===== src/rtl/tlb_pkg.sv =====
package tlb_pkg;

    localparam int ADDR_W = 32;
    localparam int OFS_W  = 12;
    localparam int VPN_W  = ADDR_W - OFS_W;
    localparam int PFN_W  = 20;

    typedef logic [VPN_W-1:0] vpn_t;
    typedef logic [PFN_W-1:0] pfn_t;
    typedef logic [OFS_W-1:0] ofs_t;

    typedef struct packed {
        logic valid;
        vpn_t vpn;
        pfn_t pfn;
        logic refd;
        logic dirty;
    } tlb_entry_t;

    function automatic logic [PFN_W+OFS_W-1:0] join_paddr(pfn_t pfn, ofs_t ofs);
        return {pfn, ofs};
    endfunction

    function automatic vpn_t page_of(logic [ADDR_W-1:0] va);
        return va[ADDR_W-1:OFS_W];
    endfunction

endpackage


===== src/rtl/tlb_cam.sv =====
module tlb_cam
    import tlb_pkg::*;
#(
    parameter int N     = 8,
    parameter int IDX_W = (N > 1) ? $clog2(N) : 1
) (
    input  logic                 clk,
    input  logic                 rst,
    input  tlb_entry_t [N-1:0]   ents,
    input  vpn_t                 key,
    output logic                 any,
    output logic [IDX_W-1:0]     idx
);

    logic [N-1:0] vec;

    for (genvar g = 0; g < N; g++) begin : g_cmp
        assign vec[g] = ents[g].valid && (ents[g].vpn == key);
    end

    always_comb begin
        idx = '0;
        for (int i = N - 1; i >= 0; i--) begin
            if (vec[i]) idx = IDX_W'(i);
        end
    end

    assign any = |vec;

    AST_ONE_MATCH: assert property (@(posedge clk) disable iff (rst)
        $onehot0(vec)) else $error("duplicate page in buffer");

endmodule


===== src/rtl/tlb_victim.sv =====
module tlb_victim
    import tlb_pkg::*;
#(
    parameter int N     = 8,
    parameter int IDX_W = (N > 1) ? $clog2(N) : 1
) (
    input  logic             clk,
    input  logic             rst,
    input  logic             flush,
    input  logic [N-1:0]     valid_vec,
    input  logic             advance,
    output logic             has_free,
    output logic [IDX_W-1:0] slot
);

    logic [IDX_W-1:0] ptr_q;
    logic [IDX_W-1:0] free_idx;

    always_comb begin
        free_idx = '0;
        for (int i = N - 1; i >= 0; i--) begin
            if (!valid_vec[i]) free_idx = IDX_W'(i);
        end
    end

    assign has_free = ~&valid_vec;
    assign slot     = has_free ? free_idx : ptr_q;

    always_ff @(posedge clk) begin
        if (rst || flush) begin
            ptr_q <= '0;
        end else if (advance) begin
            ptr_q <= (ptr_q == IDX_W'(N - 1)) ? '0 : ptr_q + 1'b1;
        end
    end

    AST_PTR_STEP: assert property (@(posedge clk) disable iff (rst)
        (advance && !flush) |=> (ptr_q != $past(ptr_q))) else $error("pointer stalled");

endmodule


===== src/rtl/tlb_fa.sv =====
module tlb_fa
    import tlb_pkg::*;
#(
    parameter int ENTRIES = 8
) (
    input  logic        clk,
    input  logic        rst,
    input  logic        flush,
    input  logic        lk_req,
    input  logic        lk_store,
    input  logic [31:0] lk_vaddr,
    output logic        lk_hit,
    output logic        lk_miss,
    output logic [31:0] lk_paddr,
    output logic        lk_ref,
    output logic        lk_dirty,
    input  logic        fill_req,
    input  logic [19:0] fill_vpn,
    input  logic [19:0] fill_pfn
);

    localparam int IDX_W = (ENTRIES > 1) ? $clog2(ENTRIES) : 1;

    tlb_entry_t [ENTRIES-1:0] ent_q;
    logic [ENTRIES-1:0]       valid_vec;
    logic                     look_any, fill_any, has_free, advance;
    logic [IDX_W-1:0]         look_idx, fill_idx, vic_idx, tgt_idx;
    tlb_entry_t               hit_ent;

    for (genvar g = 0; g < ENTRIES; g++) begin : g_vld
        assign valid_vec[g] = ent_q[g].valid;
    end

    tlb_cam #(.N(ENTRIES), .IDX_W(IDX_W)) u_look (
        .clk(clk), .rst(rst), .ents(ent_q), .key(page_of(lk_vaddr)),
        .any(look_any), .idx(look_idx)
    );

    tlb_cam #(.N(ENTRIES), .IDX_W(IDX_W)) u_fillcmp (
        .clk(clk), .rst(rst), .ents(ent_q), .key(fill_vpn),
        .any(fill_any), .idx(fill_idx)
    );

    assign advance = fill_req && !fill_any && !has_free;

    tlb_victim #(.N(ENTRIES), .IDX_W(IDX_W)) u_victim (
        .clk(clk), .rst(rst), .flush(flush), .valid_vec(valid_vec),
        .advance(advance), .has_free(has_free), .slot(vic_idx)
    );

    assign tgt_idx = fill_any ? fill_idx : vic_idx;
    assign hit_ent = ent_q[look_idx];

    assign lk_hit   = lk_req && look_any;
    assign lk_miss  = lk_req && !look_any;
    assign lk_paddr = join_paddr(hit_ent.pfn, lk_vaddr[OFS_W-1:0]);
    assign lk_ref   = lk_hit && hit_ent.refd;
    assign lk_dirty = lk_hit && hit_ent.dirty;

    always_ff @(posedge clk) begin
        if (rst) begin
            ent_q <= '0;
        end else if (flush) begin
            for (int i = 0; i < ENTRIES; i++) ent_q[i].valid <= 1'b0;
        end else begin
            for (int i = 0; i < ENTRIES; i++) begin
                if (lk_hit && look_idx == IDX_W'(i)) begin
                    ent_q[i].refd <= 1'b1;
                    if (lk_store) ent_q[i].dirty <= 1'b1;
                end
                if (fill_req && tgt_idx == IDX_W'(i)) begin
                    ent_q[i] <= '{valid: 1'b1, vpn: fill_vpn, pfn: fill_pfn,
                                  refd: 1'b0, dirty: 1'b0};
                end
            end
        end
    end

    AST_HIT_XOR_MISS: assert property (@(posedge clk) disable iff (rst)
        lk_req |-> (lk_hit ^ lk_miss)) else $error("hit/miss not exclusive");
    AST_IDLE_QUIET: assert property (@(posedge clk) disable iff (rst)
        !lk_req |-> !(lk_hit || lk_miss)) else $error("output without request");
    AST_FLUSH_EMPTY: assert property (@(posedge clk) disable iff (rst)
        flush |=> (valid_vec == '0)) else $error("entry survived flush");
    AST_REF_ON_HIT: assert property (@(posedge clk) disable iff (rst)
        (lk_hit && !fill_req && !flush) |=> ent_q[$past(look_idx)].refd) else $error("ref not set");
    AST_DIRTY_ON_STORE: assert property (@(posedge clk) disable iff (rst)
        (lk_hit && lk_store && !fill_req && !flush) |=> ent_q[$past(look_idx)].dirty) else $error("dirty not set");
    AST_FILL_PRESENT: assert property (@(posedge clk) disable iff (rst)
        (fill_req && !flush) |=> (ent_q[$past(tgt_idx)].valid &&
                                  ent_q[$past(tgt_idx)].vpn == $past(fill_vpn))) else $error("fill lost");

endmodule


===== config.mk =====
export PLATFORM = sky130hd
export DESIGN_NAME = tlb_fa
export DESIGN_NICKNAME = d
export VERILOG_FILES = /design/src/rtl/tlb_pkg.sv /design/src/rtl/tlb_cam.sv /design/src/rtl/tlb_victim.sv /design/src/rtl/tlb_fa.sv
export SDC_FILE = /design/constraint.sdc
export NUM_CORES = 1
export LEC_CHECK = 0
export BUFFER_PORTS_ARGS = -buffer_cell sky130_fd_sc_hd__buf_2
export CAP_MARGIN = 25
export CORE_MARGIN = 3
export CORE_UTILIZATION = 60
export CTS_CLUSTER_DIAMETER = 200
export DETAILED_ROUTE_END_ITERATION = 12
export PLACE_DENSITY = 0.79
export SLEW_MARGIN = 20
export SYNTH_ARGS = -nofsm -noshare
export SYNTH_HDL_FRONTEND = slang
export SYNTH_SLANG_ARGS = --single-unit
export TNS_END_PERCENT = 100

===== constraint.sdc =====
create_clock -name clk -period 4.4 [get_ports clk]
set_clock_uncertainty 0.1 [all_clocks]
set_input_delay 0.44 -clock clk [delete_from_list [all_inputs] [get_ports clk]]
set_output_delay 0.44 -clock clk [all_outputs]
set_load 0.02 [all_outputs]

Word level (Yosys, flattened, before mapping)
Index checks and enable logic that the tools add are counted.
- register bits after elaboration: 347
- bits of input ports: 78
- word-level logic and storage cells: 208
- add/sub/neg operators: 1
- magnitude comparators: 1
- equal/unequal tests: 31
- mux-type cells: 46
- bitwise gates (word level): 1
- reduce and logical (&&, ||, !) cells: 87
- operators with widths (kind ; count):
    == test 20 bit ; 16
    binary-select mux 43 bit (select 3 bit) ; 1
    2-to-1 mux 3 bit ; 27
    logical AND 1 bit ; 38
    2-to-1 mux 2 bit ; 16
    AND reduction 2 bit ; 16
    nonzero test 2 bit ; 16
    == test 3 bit (second input constant) ; 9
    AND reduction 3 bit ; 8
    2-to-1 mux 22 bit ; 1
    OR reduction 8 bit ; 2
    == test 3 x 2 -> 1 bit (second input constant) ; 4
    AND reduction 8 bit ; 1
    == test 3 x 1 -> 1 bit (second input constant) ; 2
    zero test 3 bit ; 2
    < comparator 3 x 4 -> 1 bit (second input constant) ; 1
    adder 3 x 1 -> 3 bit (second input constant) ; 1
    zero test 1 bit ; 2
    OR reduction 2 bit ; 1
    logical OR 1 bit ; 1
    2-to-1 mux 1 bit ; 1
    inverter 1 bit ; 1

Logic depth before layout (Yosys ltp)
Gate-level depths: netlist of the first run.
- depth after elaboration: 15
- mapped depth: 13
- depth with buffers taken out: 9

By module
From an unflattened synthesis of the first run, not the netlist that was laid out.
- cells, all modules: 1871
- area total of the unflattened synthesis: 19428.6 sq um
- modules (own cells, without submodules) (module ; times used ; cells each ; area an instance (sq um)):
    tlb_fa ; 1 ; 1342 ; 15185.8
    tlb_cam ; 2 ; 250 ; 2011.9
    tlb_victim ; 1 ; 29 ; 219.0

Worst setup path after synthesis of the first run
Ideal clock, no wire load.
- path type: in2out
- start: input port lk_vaddr[25]
- end: output port lk_paddr[31]
- arrival: 3250 ps
- slack: 610 ps
- cell stages on the path: 11
- buffers on the path: 2
- cells stage by stage: buf_2 xor2_1 or4b_1 or4_4 nor2_4 o31ai_2 nor2_4 clkbuf_1 a221o_1 a21oi_1 a221oi_1
- longest elaborated chain between the ends: 12
- elaborated cells between the ends (all ways): 26
- ends and longest elaborated chain (what ; RTL line ; source):
    from (decl) ; tlb_fa.sv:11 ; input logic [31:0] lk_vaddr,
    == test 20 bit ; tlb_cam.sv:18 ; assign vec[g] = ents[g].valid && (ents[g].vpn == key);
    logical AND 1 bit ; tlb_cam.sv:18 ;
    2-to-1 mux 3 bit (7 in a row) ; tlb_cam.sv:24 ; if (vec[i]) idx = IDX_W'(i);
    2-to-1 mux 3 bit (*) ; tlb_cam.sv:24 ;
    binary-select mux 43 bit (select 3 bit) (*) ; tlb_fa.sv:52 ; assign hit_ent = ent_q[look_idx];
    2-to-1 mux 22 bit (not written as such) (*) ; tlb_fa.sv:52 ;
    to (decl) ; tlb_fa.sv:14 ; output logic [31:0] lk_paddr,
Every way passes the cells marked *; elsewhere a longest branch is shown, timed or not. The select of a mux whose other input is x is not followed.

Worst setup path after layout of the first run
- start: register ent_q[203] (netlist bit)
- end: output port lk_paddr[25]
- longest elaborated chain between the ends: 9
- ends and longest elaborated chain (what ; RTL line ; source):
    from (decl) ; tlb_fa.sv:24 ; tlb_entry_t [ENTRIES-1:0] ent_q;
    from (signal, indexed assignment) ; tlb_fa.sv:72 ; ent_q[i] <= '{valid: 1'b1, vpn: fill_vpn, pfn: fill_pfn,
    == test 20 bit ; tlb_cam.sv:18 ;
    logical AND 1 bit ; tlb_cam.sv:18 ;
    2-to-1 mux 3 bit (5 in a row) ; tlb_cam.sv:24 ;
    binary-select mux 43 bit (select 3 bit) ; tlb_fa.sv:52 ;
    2-to-1 mux 22 bit (not written as such) ; tlb_fa.sv:52 ;
No other way between the ends. The select of a mux whose other input is x is not followed.

==> impl_metrics.toml, run 1 <==
[synth]
ys_types = 68
synth-seq-area-share_pct = 35.8
postSynth.asyncResetShare_pct = 0
syn-instance-count = 2143
syn_area_per_cell_um2 = 9.05
synth_area_um2 = 19400
synth-edff-count = 0
ys_ff_latch = 347
synthFlopType = "dfxtp_1"
yosysWarnings = 0
synth_fp_nets = 2223

[global_route]
grt_pass1_vias = 17600
grt_overflow = 0
grt_first_pass_wirelength_mm = 109
grt_max_degree = 137
antenna_found_initial = 0
grt_usage_pct = 41.9

[route]
vias = 18200
detail_route.first_pass.iterations = 5
drc = 0
vias_per_cell = 7.01
wl_per_cell_um = 28.2
routed_wl_mm = 73.2
drt_iter0_drc = 2165
ant_nets = 0

[place]
gp_congestion = 1.08
preCtsSetupSlack_ns = 0.269
dpl.cell_count = 2524
dp_hpwl_mm = 49.4
port_buffers = 89

[die]
floorplan.rows = 65
core_um2 = 31700
die_h_um = 186
dieArea_um2 = 34500
boundaryPins = 114
start_util_pct = 61.1
die_w_um = 186

[clock_tree]
cts_sinks = 347
cts_hold_buf = 0
clk_pin_slew_ns = 0.06
worst_skew_pair.late_latency_ns = 0.57
cts_root_buf = "clkbuf_16"
cts_buffers = 38
cts_tree = "done"
ctsLongestPathBuffers = 3
cts-htree-levels = 2

[setup_path]
startpoint = "ent_q[203]"
arrival_ns = 3.81
cp.required_ns = 3.86
cp_top_family = "compound AO/OA/AOI/OAI gates"
crit_fanout = 15
critical_path_buf_inv_count = 3
crit_end = "lk_paddr[25]"
crit_cells = 12
r2r-start = "ent_q[341]"
cpMostUsedCell = "buf_12"
r2r-end = "ent_q[318]"
startpoint_type = "flop"
r2r_setup_slack_ns = 0.52
crit_type = "flop to output port"
cpPeakStageDelay_ns = 0.58
crit_slowest_cell = "dfxtp_1"
reg2reg_depth = 11
end_kind = "output port"
path_cells = "xnor2_1, nor4b_1, nand4_1, a211oi_1, a311oi_4, buf_12, buf_12, mux2i_1, o21ai_0, a21oi_2, a221oi_2, buf_2"

[layout]
fin_nets = 2247
layoutNonFillerInstCount = 2593
diodes = 0
drive_above_1_share_pct = 17.1
area.growth.synth_to_final_pct = 12.4

[power]
swShare_pct = 26.8
powerDensity_nw_per_um2 = 320
p_sw_mw = 1.87
p_seq_share_pct = 45.7
p_clk_share_pct = 43.6
irDropWorstVdd_v = 0.000305
p_total_mw = 6.98
internal_power_mw = 5.11
pwr-share-comb_pct = 10.6
p_leak_nw = 8.68

[sta]
worst-slew-pin-transition_ns = 1.07
setup_ws_ns = 0.0496
hold_viol_final = 0
slew_headroom_pct = 28.6
finalCritPeriodShare_pct = 98.9
fin_hold_ws_ns = 0.0394
fmax_mhz = 230
drv_slew = 0
min_period_ns = 4.35
setup_violations = 0

[worst_hold_path]
min_path_cells = 3
holdCritPathClass = "primary input to flop"

[job]
drv_cap = 0

[status]
outcome = "finished, final reports clean"
kinds of logic (layout without fill, tap and decap cells):
logic type,after synthesis,in the layout,share of synthesized area (%)
flops,347,347,35.8
buf+inv,229,277,5.81
compound gates,398,398,16.1
mux,191,191,9.87
fa+ha+maj,2,2,0.129
simple gates,656,656,17.8
xor+xnor,320,320,14.5
layout make-up:
| cell class | count | area [um^2] |
|---|---|---|
| Clock inverter | 7 | 70.1 |
| Sequential cell | 347 | 6950 |
| Multi-Input combinational cell | 1567 | 11500 |
| Clock buffer | 57 | 1080 |
| Timing Repair Buffer | 208 | 1640 |
| Inverter | 5 | 26.3 |
| Tap cell | 402 | 503 |
| Fill cell | 2550 | 9920 |
power groups by stage:
stage | clock, mW | sequential [mW] | combinational [mW]
6_report | 3.05 | 3.19 | 0.743
5_1_grt | 3.18 | 3.19 | 0.768
4_1_cts | 3.05 | 3.19 | 0.702
3_5_place_dp | 0 | 3.26 | 0.698
3_3_place_gp | 0 | 3.26 | 0.695
2_1_floorplan | 0 | 3.25 | 0.461
state kept, by name (all words and copies together), names as in the netlist:
register and flops:
ent_q 344, u_victim.ptr_q 3
how the worst min path moves through the flow:
stage / start / to / slack, ns
after floorplan: ent_q[45] / ent_q[45] / 0.34
after global placement: ent_q[57] / ent_q[57] / 0.35
after detailed placement: ent_q[55] / ent_q[55] / 0.35
after CTS: fill_pfn[4] / ent_q[307] / 0.03
after global routing: fill_pfn[16] / ent_q[233] / 0.06
final: fill_pfn[6] / ent_q[309] / 0.04
cell usage after synthesis, drive strengths merged, types with 6 or more instances:
| cell | instances | share of area (%) |
|---|---|---|
| a21oi | 71 | 2.0 |
| a221o | 40 | 2.1 |
| a221oi | 20 | 1.2 |
| a31o | 163 | 7.4 |
| a31oi | 6 | 0.19 |
| and3 | 10 | 0.32 |
| and4 | 6 | 0.27 |
| buf | 97 | 3.3 |
| clkbuf | 127 | 2.5 |
| dfxtp | 347 | 36 |
| mux2i | 189 | 9.8 |
| nand2 | 150 | 2.9 |
| nand3 | 68 | 1.8 |
| nand4 | 77 | 2.5 |
| nor2 | 75 | 1.5 |
| nor3 | 100 | 2.6 |
| nor4 | 115 | 3.7 |
| nor4b | 6 | 0.27 |
| o211ai | 6 | 0.26 |
| o21a | 7 | 0.27 |
| o21ai | 63 | 1.6 |
| or2 | 9 | 0.29 |
| or4 | 9 | 0.39 |
| xnor2 | 243 | 11 |
| xor2 | 77 | 3.5 |
what timing repair did:
action | 4_1_cts | 5_1_grt
setup buffers | 0 | 4
pin swaps | 0 | 4
cloned | 1 | 0
gates resized for setup | 3 | 23
setup endpoints to repair | 5 | 22
cells in the final DEF (no fill, tap or decap), types with 7 or more instances in the layout:
cell type,Yosys,final
a221oi_1,10,8
o21ai_1,12,11
a21oi_2,8,10
clkbuf_16,0,38
a21oi_1,63,61
nand3_1,68,67
buf_2,42,87
clkbuf_1,127,13
and3_1,10,9
xnor2_1,243,233
nor3_1,100,99
nor4_1,114,112
a221oi_2,10,12
or4_1,7,7
a31o_2,43,43
nor2_1,72,69
nand2_1,150,150
xor2_1,77,77
buf_12,0,22
dfxtp_1,347,343
nand4_1,77,77
a31o_1,120,120
o21ai_0,51,51
buf_4,39,98
xnor2_2,0,8
a221o_1,40,40
mux2i_1,189,189
worst reg2reg max path: cells and delay by family, from the launching register on:
kind            cells  cell delay (ns)
simple gates        5             1.19
xor+xnor            1             0.81
buf+inv             2             0.52
compound gates      2             0.48
flops               1             0.36
mux                 1             0.27
routing by layer:
layer / up-vias / track usage (%) / wire length, um
li1: 7909 / - / -
met1: 8949 / 53.2 / 27900
met2: 1053 / 66.3 / 33300
met3: 262 / 8.48 / 7260
met4: 0 / 24.7 / 4800
met5: - / 0 / 0
stage by stage:
step / TNS (ns) / util (%) / cell area [um^2]
6_report: 0 / 68.7 / 21800
5_1_grt: -0.0133 / 68.7 / 21800
3_5_place_dp: 0 / 64.4 / 20400
3_3_place_gp: 0 / 64.4 / 20400
4_1_cts: 0 / 68.2 / 21600
2_1_floorplan: 0 / - / 19400
Note: power is estimated with default switching activity, not from simulation.
==> run 2: changes to the inputs <==
CORE_ASPECT_RATIO = 1.25   (was not set)
==> run 2 against run 1 <==
Clock power is 5% higher. Cell area fell by 0.38%. Fmax rose by 0.32%. Clock-buffer cell count shrank 7. Critical path type unchanged. Largest power group unchanged.
==> impl_metrics.toml, run 2 (synthesis gave the netlist of run 1 again) <==
[sta]
finalCritPeriodShare_pct = 98.6
min_period_ns = 4.34
fmax_mhz = 231
hold_viol_final = 0
drv_slew = 0
setup_ws_ns = 0.0635
slew_headroom_pct = 30.3
worst-slew-pin-transition_ns = 1.05
setup_violations = 0

[setup_path]
startpoint_type = "flop"
arrival_ns = 3.80
r2r-end = "ent_q[280]"
reg2reg_depth = 13
crit_fanout = 26
crit_slowest_cell = "or4_4"
r2r_setup_slack_ns = 0.59
cpPeakStageDelay_ns = 0.59
end_kind = "output port"
cp.required_ns = 3.86
crit_type = "flop to output port"
path_cells = "xor2_1, or4b_1, or4_4, o211ai_2, o31ai_2, or2_1, buf_12, a221o_1, a21oi_1, a221oi_1, buf_2"
r2r-start = "ent_q[283]"

[route]
vias = 18000
ant_nets = 0
drt_iter0_drc = 2189
vias_per_cell = 6.94
detail_route.first_pass.iterations = 7
drc = 0
wl_per_cell_um = 26.6
routed_wl_mm = 69.2

[layout]
top_register = "ent_q"
finalInstanceArea_um2 = 21700
final_cell_mix = "dfxtp_1 (343), xnor2_1 (241), mux2i_1 (189), nand2_1 (150), a31o_1 (120)"
area.growth.synth_to_final_pct = 12.0
reg_top3 = "ent_q x344, u_victim.ptr_q x3"
drive_above_1_share_pct = 16.9
final_common_cell = "dfxtp_1"
fill_cells = 2558
largest_register_ffs = 344
diodes = 0
fin_nets = 2244

[status]
outcome = "finished, final reports clean"

[global_route]
use_met3_pct = 7.02
grt_overflow = 0
grt_first_pass_wirelength_mm = 104
grtUsageMet1_pct = 45.8
top_usage_layer = "met2"
use_met2_pct = 62.8
grt_pass1_vias = 17500
grt_max_degree = 142
antenna_found_initial = 1
grt_usage_pct = 38.3

[clock_tree]
cts-htree-levels = 2
cts_sinks = 347
ctsLongestPathBuffers = 3
worst_skew_pair.late_latency_ns = 0.55
cts_hold_buf = 0
cts_tree = "done"
cts_root_buf = "clkbuf_16"
cts_buffers = 37
clk_pin_slew_ns = 0.06

[place]
preCtsSetupSlack_ns = 0.359
port_buffers = 89
gp_congestion = 1.07
place_area_um2 = 20400
dp_hpwl_mm = 46.8

[worst_hold_path]
min_path_cells = 3
hp-start = "fill_pfn[4]"
holdCritPathClass = "primary input to flop"
min_to = "ent_q[221]"

[die]
floorplan.rows = 73
start_util_pct = 60.8
die_w_um = 167
core_um2 = 31900
boundaryPins = 114
dieArea_um2 = 34500
die_h_um = 207

[power]
irDropWorstVdd_v = 0.000381
p_total_mw = 7.10
p_leak_nw = 8.66
powerDensity_nw_per_um2 = 327

[job]
drv_cap = 0
-- run 2: cell types whose count changed in the layout (fill, tap and decap cells not counted), sizes merged --
cell / delta
clkbuf: -6
clkinv: +4
buf: -2
bufinv: +2
bufbuf: -1
clkinvlp: +1
-- run 2: worst max-delay path by stage --
stage	endpoint	slack, ns	depth (start not counted)	startpoint
floorplan	lk_paddr[31]	0.61	11	lk_vaddr[25]
global placement	lk_paddr[23]	0.37	12	lk_vaddr[29]
detailed placement	lk_paddr[17]	0.36	12	lk_vaddr[28]
CTS	lk_paddr[27]	-0.009	11	ent_q[24]
global route	lk_paddr[12]	-0.005	11	ent_q[288]
finish	lk_paddr[31]	0.06	11	ent_q[24]
-- run 2: worst max-delay path, delay by kind of cell, from the launching register on --
| family | cells | cell delay [ns] |
|---|---|---|
| AO/OA/AOI/OAI | 5 | 0.95 |
| buffers and inverters | 2 | 0.35 |
| flip-flops | 1 | 0.38 |
| XOR/XNOR | 1 | 0.19 |
| AND/OR/NAND/NOR | 3 | 1.37 |
-- run 2: what timing repair did --
action                     in CTS  in global routing
pin swaps                       0                  5
setup endpoints to repair       1                 22
resized for setup               0                 13
setup buffers                   0                  2
gates cloned                    0                  1
-- run 2: metrics by stage --
stage          hold WS (ns)  util (%)  TNS [ns]  instances
3_5_place_dp          0.356      63.9         0       2534
6_report             0.0538      68.1         0       2601
4_1_cts              0.0383      67.8  -0.00942       2598
3_3_place_gp          0.345      63.9         0       2534
2_1_floorplan         0.339         -         0       2143
5_1_grt              0.0580      68.1  -0.00451       2601
-- run 2: routing by layer --
layer | wire [um] | vias to the layer above | share of wire, %
met3 | 6740 | 307 | 9.7
met5 | 13 | - | 0.019
li1 | - | 7899 | -
met4 | 5390 | 2 | 7.8
met2 | 32400 | 1102 | 47
met1 | 24700 | 8733 | 36
-- run 2: cell type report --
class	count	area [um^2]	share of cell area (%)
multi-input combinational	1567	11400	52.7
sequential	347	6950	32.0
timing repair buffer	206	1560	7.17
clock buffer	50	1070	4.95
tap	412	515	2.37
clock inverter	14	158	0.726
inverter	5	26.3	0.121
-- run 2: power by group --
group	total (mW)	internal (mW)	switching (mW)
Combinational	0.720	0.230	0.490
Sequential	3.19	3.17	0.0256
Clock	3.19	1.84	1.35
